### src/rtl/bridge_pkg.sv
package bridge_pkg;

   typedef enum logic [1:0] {
      ST_IDLE = 2'd0,
      ST_SEL  = 2'd1,
      ST_STB  = 2'd2,
      ST_REL  = 2'd3
   } seq_state_t;

   // Width of a down-counter able to hold the largest phase length minus one.
   function automatic int phase_cnt_w(input int a, input int b, input int c);
      int m;
      m = a;
      if (b > m) m = b;
      if (c > m) m = c;
      return (m > 1) ? $clog2(m) : 1;
   endfunction

endpackage

### src/rtl/bridge_sync.sv
module bridge_sync #(
   parameter int   W       = 1,
   parameter logic RST_VAL = 1'b0
) (
   input  logic         clk,
   input  logic         rst_n,
   input  logic [W-1:0] d,
   output logic [W-1:0] q
);

   logic [W-1:0] meta;

   always_ff @(posedge clk or negedge rst_n) begin
      if (!rst_n) begin
         meta <= {W{RST_VAL}};
         q    <= {W{RST_VAL}};
      end else begin
         meta <= d;
         q    <= meta;
      end
   end

endmodule

### src/rtl/bridge_decode.sv
module bridge_decode #(
   parameter  int NUM_CS = 4,
   parameter  int REG_AW = 3,
   localparam int SEL_W  = $clog2(NUM_CS),
   localparam int ADDR_W = REG_AW + SEL_W
) (
   input  logic              en,
   input  logic [ADDR_W-1:0] addr,
   output logic [NUM_CS-1:0] cs_n,
   output logic [REG_AW-1:0] reg_addr
);

   assign reg_addr = addr[REG_AW-1:0];

   for (genvar i = 0; i < NUM_CS; i++) begin : g_cs
      assign cs_n[i] = !(en && (addr[ADDR_W-1:REG_AW] == SEL_W'(i)));
   end

endmodule

### src/rtl/bridge_seq.sv
module bridge_seq
   import bridge_pkg::*;
#(
   parameter int SETUP_CLKS  = 1,
   parameter int STROBE_CLKS = 2,
   parameter int HOLD_CLKS   = 1
) (
   input  logic clk,
   input  logic rst_n,
   input  logic req,
   input  logic req_wr,
   output logic launch,
   output logic cs_phase,
   output logic rd_stb,
   output logic wr_stb,
   output logic stb_end
);

   localparam int CNT_W = phase_cnt_w(SETUP_CLKS, STROBE_CLKS, HOLD_CLKS);

   seq_state_t       st;
   logic [CNT_W-1:0] cnt;
   logic             need_rel;
   logic             kind_wr;

   assign launch   = (st == ST_IDLE) && req && !need_rel;
   assign cs_phase = (st != ST_IDLE);
   assign rd_stb   = (st == ST_STB) && !kind_wr;
   assign wr_stb   = (st == ST_STB) && kind_wr;
   assign stb_end  = (st == ST_STB) && (cnt == '0);

   always_ff @(posedge clk or negedge rst_n) begin
      if (!rst_n) begin
         st       <= ST_IDLE;
         cnt      <= '0;
         need_rel <= 1'b0;
         kind_wr  <= 1'b0;
      end else begin
         // re-arm only after the host select has been seen released
         if (!req)        need_rel <= 1'b0;
         else if (launch) need_rel <= 1'b1;

         unique case (st)
            ST_IDLE: if (launch) begin
               st      <= ST_SEL;
               cnt     <= CNT_W'(SETUP_CLKS - 1);
               kind_wr <= req_wr;
            end
            ST_SEL: if (cnt == '0) begin
               st  <= ST_STB;
               cnt <= CNT_W'(STROBE_CLKS - 1);
            end else cnt <= cnt - 1'b1;
            ST_STB: if (cnt == '0) begin
               st  <= ST_REL;
               cnt <= CNT_W'(HOLD_CLKS - 1);
            end else cnt <= cnt - 1'b1;
            ST_REL: if (cnt == '0) st <= ST_IDLE;
                    else cnt <= cnt - 1'b1;
            default: st <= ST_IDLE;
         endcase
      end
   end

   // the strobe phase is only ever entered from the select phase
   assert_stb_from_sel_R3: assert property (@(posedge clk) disable iff (!rst_n)
      (st == ST_STB) && ($past(st) != ST_STB) |-> ($past(st) == ST_SEL));

endmodule

### src/rtl/strobe_bridge.sv
module strobe_bridge #(
   parameter  int DATA_W      = 8,
   parameter  int REG_AW      = 3,
   parameter  int NUM_CS      = 4,
   parameter  int SETUP_CLKS  = 1,
   parameter  int STROBE_CLKS = 2,
   parameter  int HOLD_CLKS   = 1,
   parameter  bit SPLIT_WIN   = 1'b0,
   localparam int SEL_W       = $clog2(NUM_CS),
   localparam int ADDR_W      = REG_AW + SEL_W
) (
   input  logic              clk,
   input  logic              rst_n,
   input  logic              host_cs_n,
   input  logic              host_rcs_n,
   input  logic              host_rnw,
   input  logic              host_oe_n,
   input  logic [ADDR_W-1:0] host_addr,
   input  logic [DATA_W-1:0] host_wdata,
   output logic [DATA_W-1:0] host_rdata,
   output logic              busy,
   output logic [NUM_CS-1:0] per_cs_n,
   output logic [REG_AW-1:0] per_addr,
   output logic              per_rd_n,
   output logic              per_wr_n,
   output logic [DATA_W-1:0] per_wdata,
   input  logic [DATA_W-1:0] per_rdata
);

   // elaboration-time parameter checks
   if (SETUP_CLKS < 1 || STROBE_CLKS < 1 || HOLD_CLKS < 1) begin : g_bad_phase
      $error("strobe_bridge: every phase length must be at least one clock");
   end
   if (NUM_CS < 2 || (1 << SEL_W) != NUM_CS) begin : g_bad_cs
      $error("strobe_bridge: NUM_CS must be a power of two, at least 2");
   end
   if (DATA_W < 1 || REG_AW < 1) begin : g_bad_width
      $error("strobe_bridge: DATA_W and REG_AW must be positive");
   end

   // ---- synchronisers -------------------------------------------------
   logic [2:0]        ctl_s;
   logic [ADDR_W-1:0] addr_s;
   logic [DATA_W-1:0] wdata_s;

   bridge_sync #(.W(3), .RST_VAL(1'b1)) u_sync_ctl (
      .clk(clk), .rst_n(rst_n),
      .d({host_cs_n, host_rcs_n, host_rnw}), .q(ctl_s));

   bridge_sync #(.W(ADDR_W), .RST_VAL(1'b0)) u_sync_addr (
      .clk(clk), .rst_n(rst_n), .d(host_addr), .q(addr_s));

   bridge_sync #(.W(DATA_W), .RST_VAL(1'b0)) u_sync_wdata (
      .clk(clk), .rst_n(rst_n), .d(host_wdata), .q(wdata_s));

   logic cs_s_n, rcs_s_n, rnw_s;
   assign cs_s_n  = ctl_s[2];
   assign rcs_s_n = ctl_s[1];
   assign rnw_s   = ctl_s[0];

   // ---- window selection -------------------------------------------
   logic req, req_wr;
   if (SPLIT_WIN) begin : g_split
      assign req    = !cs_s_n || !rcs_s_n;
      assign req_wr = !cs_s_n;
   end else begin : g_shared
      assign req    = !cs_s_n || !rcs_s_n;
      assign req_wr = !rnw_s;
   end

   // ---- sequencer ---------------------------------------------------------
   logic launch, cs_phase, rd_stb, wr_stb, stb_end;

   bridge_seq #(
      .SETUP_CLKS(SETUP_CLKS), .STROBE_CLKS(STROBE_CLKS), .HOLD_CLKS(HOLD_CLKS)
   ) u_seq (
      .clk(clk), .rst_n(rst_n), .req(req), .req_wr(req_wr),
      .launch(launch), .cs_phase(cs_phase),
      .rd_stb(rd_stb), .wr_stb(wr_stb), .stb_end(stb_end));

   // ---- address latch and decode ---------------------------------
   logic [ADDR_W-1:0] addr_q;

   always_ff @(posedge clk or negedge rst_n) begin
      if (!rst_n)      addr_q <= '0;
      else if (launch) addr_q <= addr_s;
   end

   bridge_decode #(.NUM_CS(NUM_CS), .REG_AW(REG_AW)) u_dec (
      .en(cs_phase), .addr(addr_q), .cs_n(per_cs_n), .reg_addr(per_addr));

   assign per_rd_n = !rd_stb;
   assign per_wr_n = !wr_stb;
   assign busy     = cs_phase;

   // ---- write data: track while selected, keep last ---------------
   logic [DATA_W-1:0] wcap;

   always_ff @(posedge clk or negedge rst_n) begin
      if (!rst_n)   wcap <= '0;
      else if (req) wcap <= wdata_s;
   end
   assign per_wdata = wcap;

   // ---- read data: capture at strobe end, clear when idle -----
   logic [DATA_W-1:0] rdata_q;

   always_ff @(posedge clk or negedge rst_n) begin
      if (!rst_n)                    rdata_q <= '0;
      else if (rd_stb && stb_end)    rdata_q <= per_rdata;
      else if (!req && !cs_phase)    rdata_q <= '0;
   end
   assign host_rdata = host_oe_n ? '0 : rdata_q;

   // ---- assertions ----------------------------------------------------
   logic any_cs, any_stb;
   assign any_cs  = (per_cs_n != {NUM_CS{1'b1}});
   assign any_stb = !per_rd_n || !per_wr_n;

   assert_stb_inside_cs_R3: assert property (@(posedge clk) disable iff (!rst_n)
      any_stb |-> any_cs);

   assert_cs_before_stb_R3: assert property (@(posedge clk) disable iff (!rst_n)
      $rose(any_stb) |-> $past(any_cs));

   assert_stb_before_cs_R3: assert property (@(posedge clk) disable iff (!rst_n)
      $fell(any_cs) |-> $past(!any_stb));

   assert_single_strobe_R4: assert property (@(posedge clk) disable iff (!rst_n)
      !(!per_rd_n && !per_wr_n));

   assert_cs_onehot_R2: assert property (@(posedge clk) disable iff (!rst_n)
      $onehot0(~per_cs_n));

   assert_busy_tracks_cs_R9: assert property (@(posedge clk) disable iff (!rst_n)
      busy == any_cs);

   assert_wdata_held_R6: assert property (@(posedge clk) disable iff (!rst_n)
      !req |=> $stable(per_wdata));

endmodule

### config.mk
export PLATFORM = sky130hd
export DESIGN_NAME = strobe_bridge
export DESIGN_NICKNAME = d
export VERILOG_FILES = /design/src/rtl/bridge_pkg.sv /design/src/rtl/bridge_sync.sv /design/src/rtl/bridge_decode.sv /design/src/rtl/bridge_seq.sv /design/src/rtl/strobe_bridge.sv
export SDC_FILE = /design/constraint.sdc
export NUM_CORES = 1
export LEC_CHECK = 0
export ABC_AREA = 1
export BUFFER_PORTS_ARGS = -buffer_cell sky130_fd_sc_hd__buf_2
export CORE_MARGIN = 2
export CORE_UTILIZATION = 46
export CTS_BUF_LIST = sky130_fd_sc_hd__clkbuf_8 sky130_fd_sc_hd__clkbuf_16
export CTS_CLUSTER_DIAMETER = 30
export DETAILED_ROUTE_END_ITERATION = 8
export MAX_ROUTING_LAYER = met4
export PLACE_DENSITY = 0.79
export SYNTH_ARGS = -nofsm -noshare
export SYNTH_HDL_FRONTEND = slang
export SYNTH_SLANG_ARGS = --single-unit
### constraint.sdc
create_clock -name clk -period 1.5 [get_ports clk]
set_clock_uncertainty 0.2 [all_clocks]
set_input_delay 0.15 -clock clk [delete_from_list [all_inputs] [get_ports clk]]
set_output_delay 0.15 -clock clk [all_outputs]
set_load 0.02 [all_outputs]
-- Word-level counts from Yosys, hierarchy flattened
Index checks and enable logic that the tools add are counted.
- flip-flop bits (word level): 58
- latch bits: 0
- logic and storage cells: 72
- memories: 0
- output and inout bits: 26
- RAM bits: 0
- memory bits (read-only): 0
- input bits: 27
- shifts and indexed selects: 0
- muxes and demuxes: 14
- div/mod/pow operators: 0
- add/sub/neg operators: 1
- multipliers: 0
- magnitude comparators: 0
- equality and inequality tests: 11
- bitwise operators: 1
- reduce and logical (&&, ||, !) cells: 32
- operators by type and width (cell ; count):
    $mux W8 ; 3
    $logic_not A1 Y1 ; 13
    $logic_and A1 B1 Y1 ; 11
    $ne A2 B2 Y1 const B ; 5
    $eq A2 B2 Y1 const B ; 4
    $mux W2 ; 4
    $pmux W2 S4 ; 1
    $mux W1 ; 5
    $eq A2 B1 Y1 const B ; 2
    $logic_not A2 Y1 ; 2
    $reduce_and A4 Y1 ; 1
    $reduce_bool A2 Y1 ; 2
    $pmux W1 S3 ; 1
    $reduce_and A2 Y1 ; 1
    $reduce_or A2 Y1 ; 1
    $logic_or A1 B1 Y1 ; 1
    $not A1 Y1 ; 1
    $sub A1 B1 Y1 const B ; 1

-- Longest topological paths before layout
- depth in word-level cells: 6
- mapped depth: 8
- depth with buffers taken out: 8

-- By module
A second synthesis with hierarchy kept.
- cells, all modules: 194
- area, all modules: 2095.8 um^2
- modules (own cells, without submodules) (module ; area each (um^2) ; times used ; sequential area each (um^2) ; cells an instance):
    strobe_bridge ; 929.6 ; 1 ; 525.5 ; 112
    bridge_sync at u_sync_wdata ; 400.4 ; 1 ; 400.4 ; 16
    bridge_seq ; 305.3 ; 1 ; 125.1 ; 40
    bridge_sync at u_sync_addr ; 250.2 ; 1 ; 250.2 ; 10
    bridge_sync at u_sync_ctl ; 157.7 ; 1 ; 157.7 ; 6
    bridge_decode ; 52.6 ; 1 ; 0.0 ; 10

-- Least setup slack after synthesis
No wires, ideal clock.
- path kind: register to output
- start: register u_seq.st[0]
- end: output port per_cs_n[0]
- cell stages (with the launch flop): 5
- data required time: 1.150 ns
- arrival time: 1.178 ns
- path buffers: 0
- slack: -0.028 ns
- cells stage by stage: dfrtp_1 -> inv_1 -> ha_1 -> inv_1 -> nand3_1
- longest elaborated chain between the ends: 3
- ends and longest elaborated chain (item ; line ; RTL):
    from (decl) ; bridge_seq.sv:21 ; seq_state_t st;
    from (signal assigned) ; bridge_seq.sv:34 ; st <= ST_IDLE;
    from (signal assigned) ; bridge_seq.sv:45 ; st <= ST_SEL;
    from (signal assigned) ; bridge_seq.sv:50 ; st <= ST_STB;
    $reduce_bool A2 Y1 ; bridge_seq.sv:27 ; assign cs_phase = (st != ST_IDLE);
    named net busy ; strobe_bridge.sv:21 ; output logic busy,
    $logic_and A1 B1 Y1 ; bridge_decode.sv:16 ; assign cs_n[i] = !(en && (addr[ADDR_W-1:REG_AW] == SEL_W'(i)));
    $logic_not A1 Y1 ; bridge_decode.sv:16 ;
    to (decl) ; strobe_bridge.sv:22 ; output logic [NUM_CS-1:0] per_cs_n,
The timed path passes the listed nets, and every way through them passes these cells.

-- Worst setup path after layout
- start: register u_seq.st[0]
- end: output port per_cs_n[0]
- longest elaborated chain between the ends: 3
- ends and longest elaborated chain (item ; line):
    $reduce_bool A2 Y1 ; bridge_seq.sv:27
    $logic_and A1 B1 Y1 ; bridge_decode.sv:16
    $logic_not A1 Y1 ; bridge_decode.sv:16
No other way between the ends.

==> metrics.csv <==
stage,metric,value,unit
timing,finalCriticalPeriod,1650,ps
clock_network,htree_levels,3,
placement,dp_slack,-61.1,ps
placement,hpwlAfterDp,2280,um
global_route,grt_pass1_wl,6620,um
logic_synthesis,syn-cell-area,2030,sq um
logic_synthesis,yosys_warnings,0,
setup_path,arrival,1300,ps
die,die-area,4950,sq um
layout,drive_gt1_share,43.4,%
timing,holdWs,144,ps
layout,nets,300,
setup_path,regToRegStartpoint,u_seq.st[0]$_DFFE_PN0P_,
die,core,4290,sq um
timing,slew_headroom,77.4,%
clock_network,worstSkewPairLatency,320,ps
global_route,grt_pass1_vias,1442,
die,die_x,70.4,um
hold_path,min_to,u_sync_wdata.q[3]$_DFF_PN0_,
clock_network,cts_made_buffers,9,
status,failed_checks,setup timing,
setup_path,r2r_end,u_seq.st[0]$_DFFE_PN0P_,
timing,max_freq,607,MHz
global_route,grt_usage,18.5,%
setup_path,rrSetupSlack,-100,ps
drt,drc,0,
run,cap_violations,0,
clock_network,cts-root-buf,clkbuf_8,
timing,min_period_over_period,110,%
die,fp-row-count,24,
layout,final_area,3110,sq um
layout,area_growth,53.7,%
die,ios,53,
clock_network,clockBufferDepth,2,
die,start_util,47.2,%
hold_path,hold_depth,0,
drt,routed_wl,4860,um
logic_synthesis,ys_seq_elements,58,
timing,setup_viol,15,
drt,vias,1565,
clock_network,clk_pin_slew_worst_paths,60,ps
setup_path,required,1150,ps
setup_path,start_kind,register,
power_and_ir_drop,irDropWorstVdd,0.000820,V
timing,worst_slack,-147,ps
hold_path,hp-start,u_sync_wdata.meta[3]$_DFF_PN0_,
placement,port-buffer-count,52,
logic_synthesis,synth_cell_types,20,
clock_network,cts_sinks,58,
global_route,grt_overflow,0,
power_and_ir_drop,p_leak,1.55,nW
logic_synthesis,syn-num-nets,205,
timing,final_hold_viol_count,0,
clock_network,cts_tree,built,
drt,viasPerCell,4.80,
logic_synthesis,seq_area_frac_synth,72.0,%
drt,ant_nets,0,
global_route,antenna_found_initial,0,
timing,finalSetupTns,-1410,ps
drt,wl_per_cell,14.9,um
status,status,finished with violations,
die,dieHeight,70.4,um
global_route,grt_max_degree,59,
timing,worst_pin_slew,339,ps
drt,firstDrtPassIters,4,
drt,drt_iter0_markers,98,
setup_path,r2r_cells,8,
setup_path,critPathCaptureType,output pin,
placement,placed_cell_area,2360,sq um
logic_synthesis,postSynthCellCount,174,
timing,final_max_slew_viol_count,0,
setup_path,setup.worst_path.class,register to output pin,
timing,grt_setup_unrepaired,true,
placement,gp_congestion,0.802,
setup_path,cp_max_fo,6,
logic_synthesis,syn-mean-instance-area,11.6,sq um
hold_path,hp-class,register to register,
layout,insertedDiodeCount,0,
power_and_ir_drop,p_per_area,1830,nW/um^2
[sequential cells by signal, indices dropped and copies added, names as in the netlist]
register / cells
addr_q: 5
per_wdata: 8
rdata_q: 8
u_seq.cnt: 1
u_seq.kind_wr: 1
u_seq.need_rel: 1
u_seq.st: 2
u_sync_addr.meta: 5
u_sync_addr.q: 5
u_sync_ctl.meta: 3
u_sync_ctl.q: 3
u_sync_wdata.meta: 8
u_sync_wdata.q: 8
[layout by cell type (no fill, tap or decap)]
cell type / n
a21oi_1: 1
a21oi_2: 2
buf_12: 3
buf_2: 46
buf_4: 7
buf_6: 8
clkbuf_8: 12
clkinv_2: 2
dfrtp_1: 52
dfstp_2: 6
dlygate4sd3_1: 25
ha_4: 4
inv_1: 18
inv_2: 3
inv_8: 1
nand2_1: 39
nand2_2: 4
nand2_4: 7
nand3_1: 3
nand3_2: 1
nand3_4: 4
nand3b_1: 1
nor2_1: 8
nor2_4: 4
o21ai_0: 6
o21ai_1: 2
o21ai_2: 4
o21ai_4: 1
[power breakdown]
group	internal [mW]	switching (mW)
Sequential	1.85	0.216
Combinational	1.03	1.33
Clock	0.716	0.546
[cell type report]
class                      instances  area (sq um)
timing repair buffer              89           683
clock buffer                      12           165
tap                               52          65.1
fill                             266          1180
multi-input combinational         91           642
clock inverter                     4          17.5
inverter                          20          82.6
sequential                        58          1460
[stage by stage]
step / utilization [%] / power (mW) / std cells
finish: 72.5 / 5.69 / 326
global route: 72.5 / 5.97 / 326
CTS: 67.3 / 4.95 / 322
detailed placement: 55.0 / 3.38 / 278
global placement: 55.0 / 3.32 / 278
floorplan: - / 2.97 / 174
[cell families after synthesis]
family	Yosys count	share of synthesized area, %
compound gates	16	5.25
simple gates	71	14.7
buf+inv	25	5.56
fa+ha+maj	4	2.47
flops	58	72.0
[synthesized netlist by cell type (all sizes together)]
| cell | instances | area, sq um |
|---|---|---|
| a21oi | 3 | 22.5 |
| buf | 4 | 33.8 |
| clkbuf | 1 | 3.75 |
| dfrtp | 52 | 1300 |
| dfstp | 6 | 158 |
| ha | 4 | 50.1 |
| inv | 20 | 75.1 |
| nand2 | 50 | 198 |
| nand3 | 8 | 45.0 |
| nand3b | 1 | 7.51 |
| nor2 | 12 | 47.6 |
| o21ai | 13 | 83.8 |
[how the worst max path moves through the flow]
stage	slack, ps	from	end
3_3_place_gp	7	u_seq.st[1]$_DFFE_PN0P_	u_seq.st[1]$_DFFE_PN0P_
6_report	-150	u_seq.st[0]$_DFFE_PN0P_	per_cs_n[0]
4_1_cts	-120	u_seq.st[1]$_DFFE_PN0P_	per_cs_n[3]
5_1_grt	-180	u_seq.st[0]$_DFFE_PN0P_	per_cs_n[1]
2_1_floorplan	3	u_seq.st[0]$_DFFE_PN0P_	rdata_q[0]$_DFFE_PN0P_
3_5_place_dp	-60	u_seq.st[1]$_DFFE_PN0P_	u_seq.st[0]$_DFFE_PN0P_
[critical path, stage by stage (launching register included)]
cell,delay [ps]
dfrtp_1,400
inv_2,110
ha_4,210
inv_8,60
nand3_2,70
buf_6,120
[repair_timing]
| item | 4_1_cts | 5_1_grt |
|---|---|---|
| hold buffers | 25 | 0 |
| pin swaps | 0 | 6 |
| resized for setup | 21 | 42 |
| buffers inserted | 3 | 4 |
| endpoints found under the hold margin | 82 | 0 |
| endpoints found under the setup margin | 16 | 23 |
[metal layers]
layer	up-vias	part of all wire [%]	GRT usage, %
li1	726	-	-
met1	765	40	20.6
met2	54	53	29.4
met3	20	3.5	6.49
met4	0	3.3	9.40
met5	-	0	-
(Power assumes the default switching activity.)
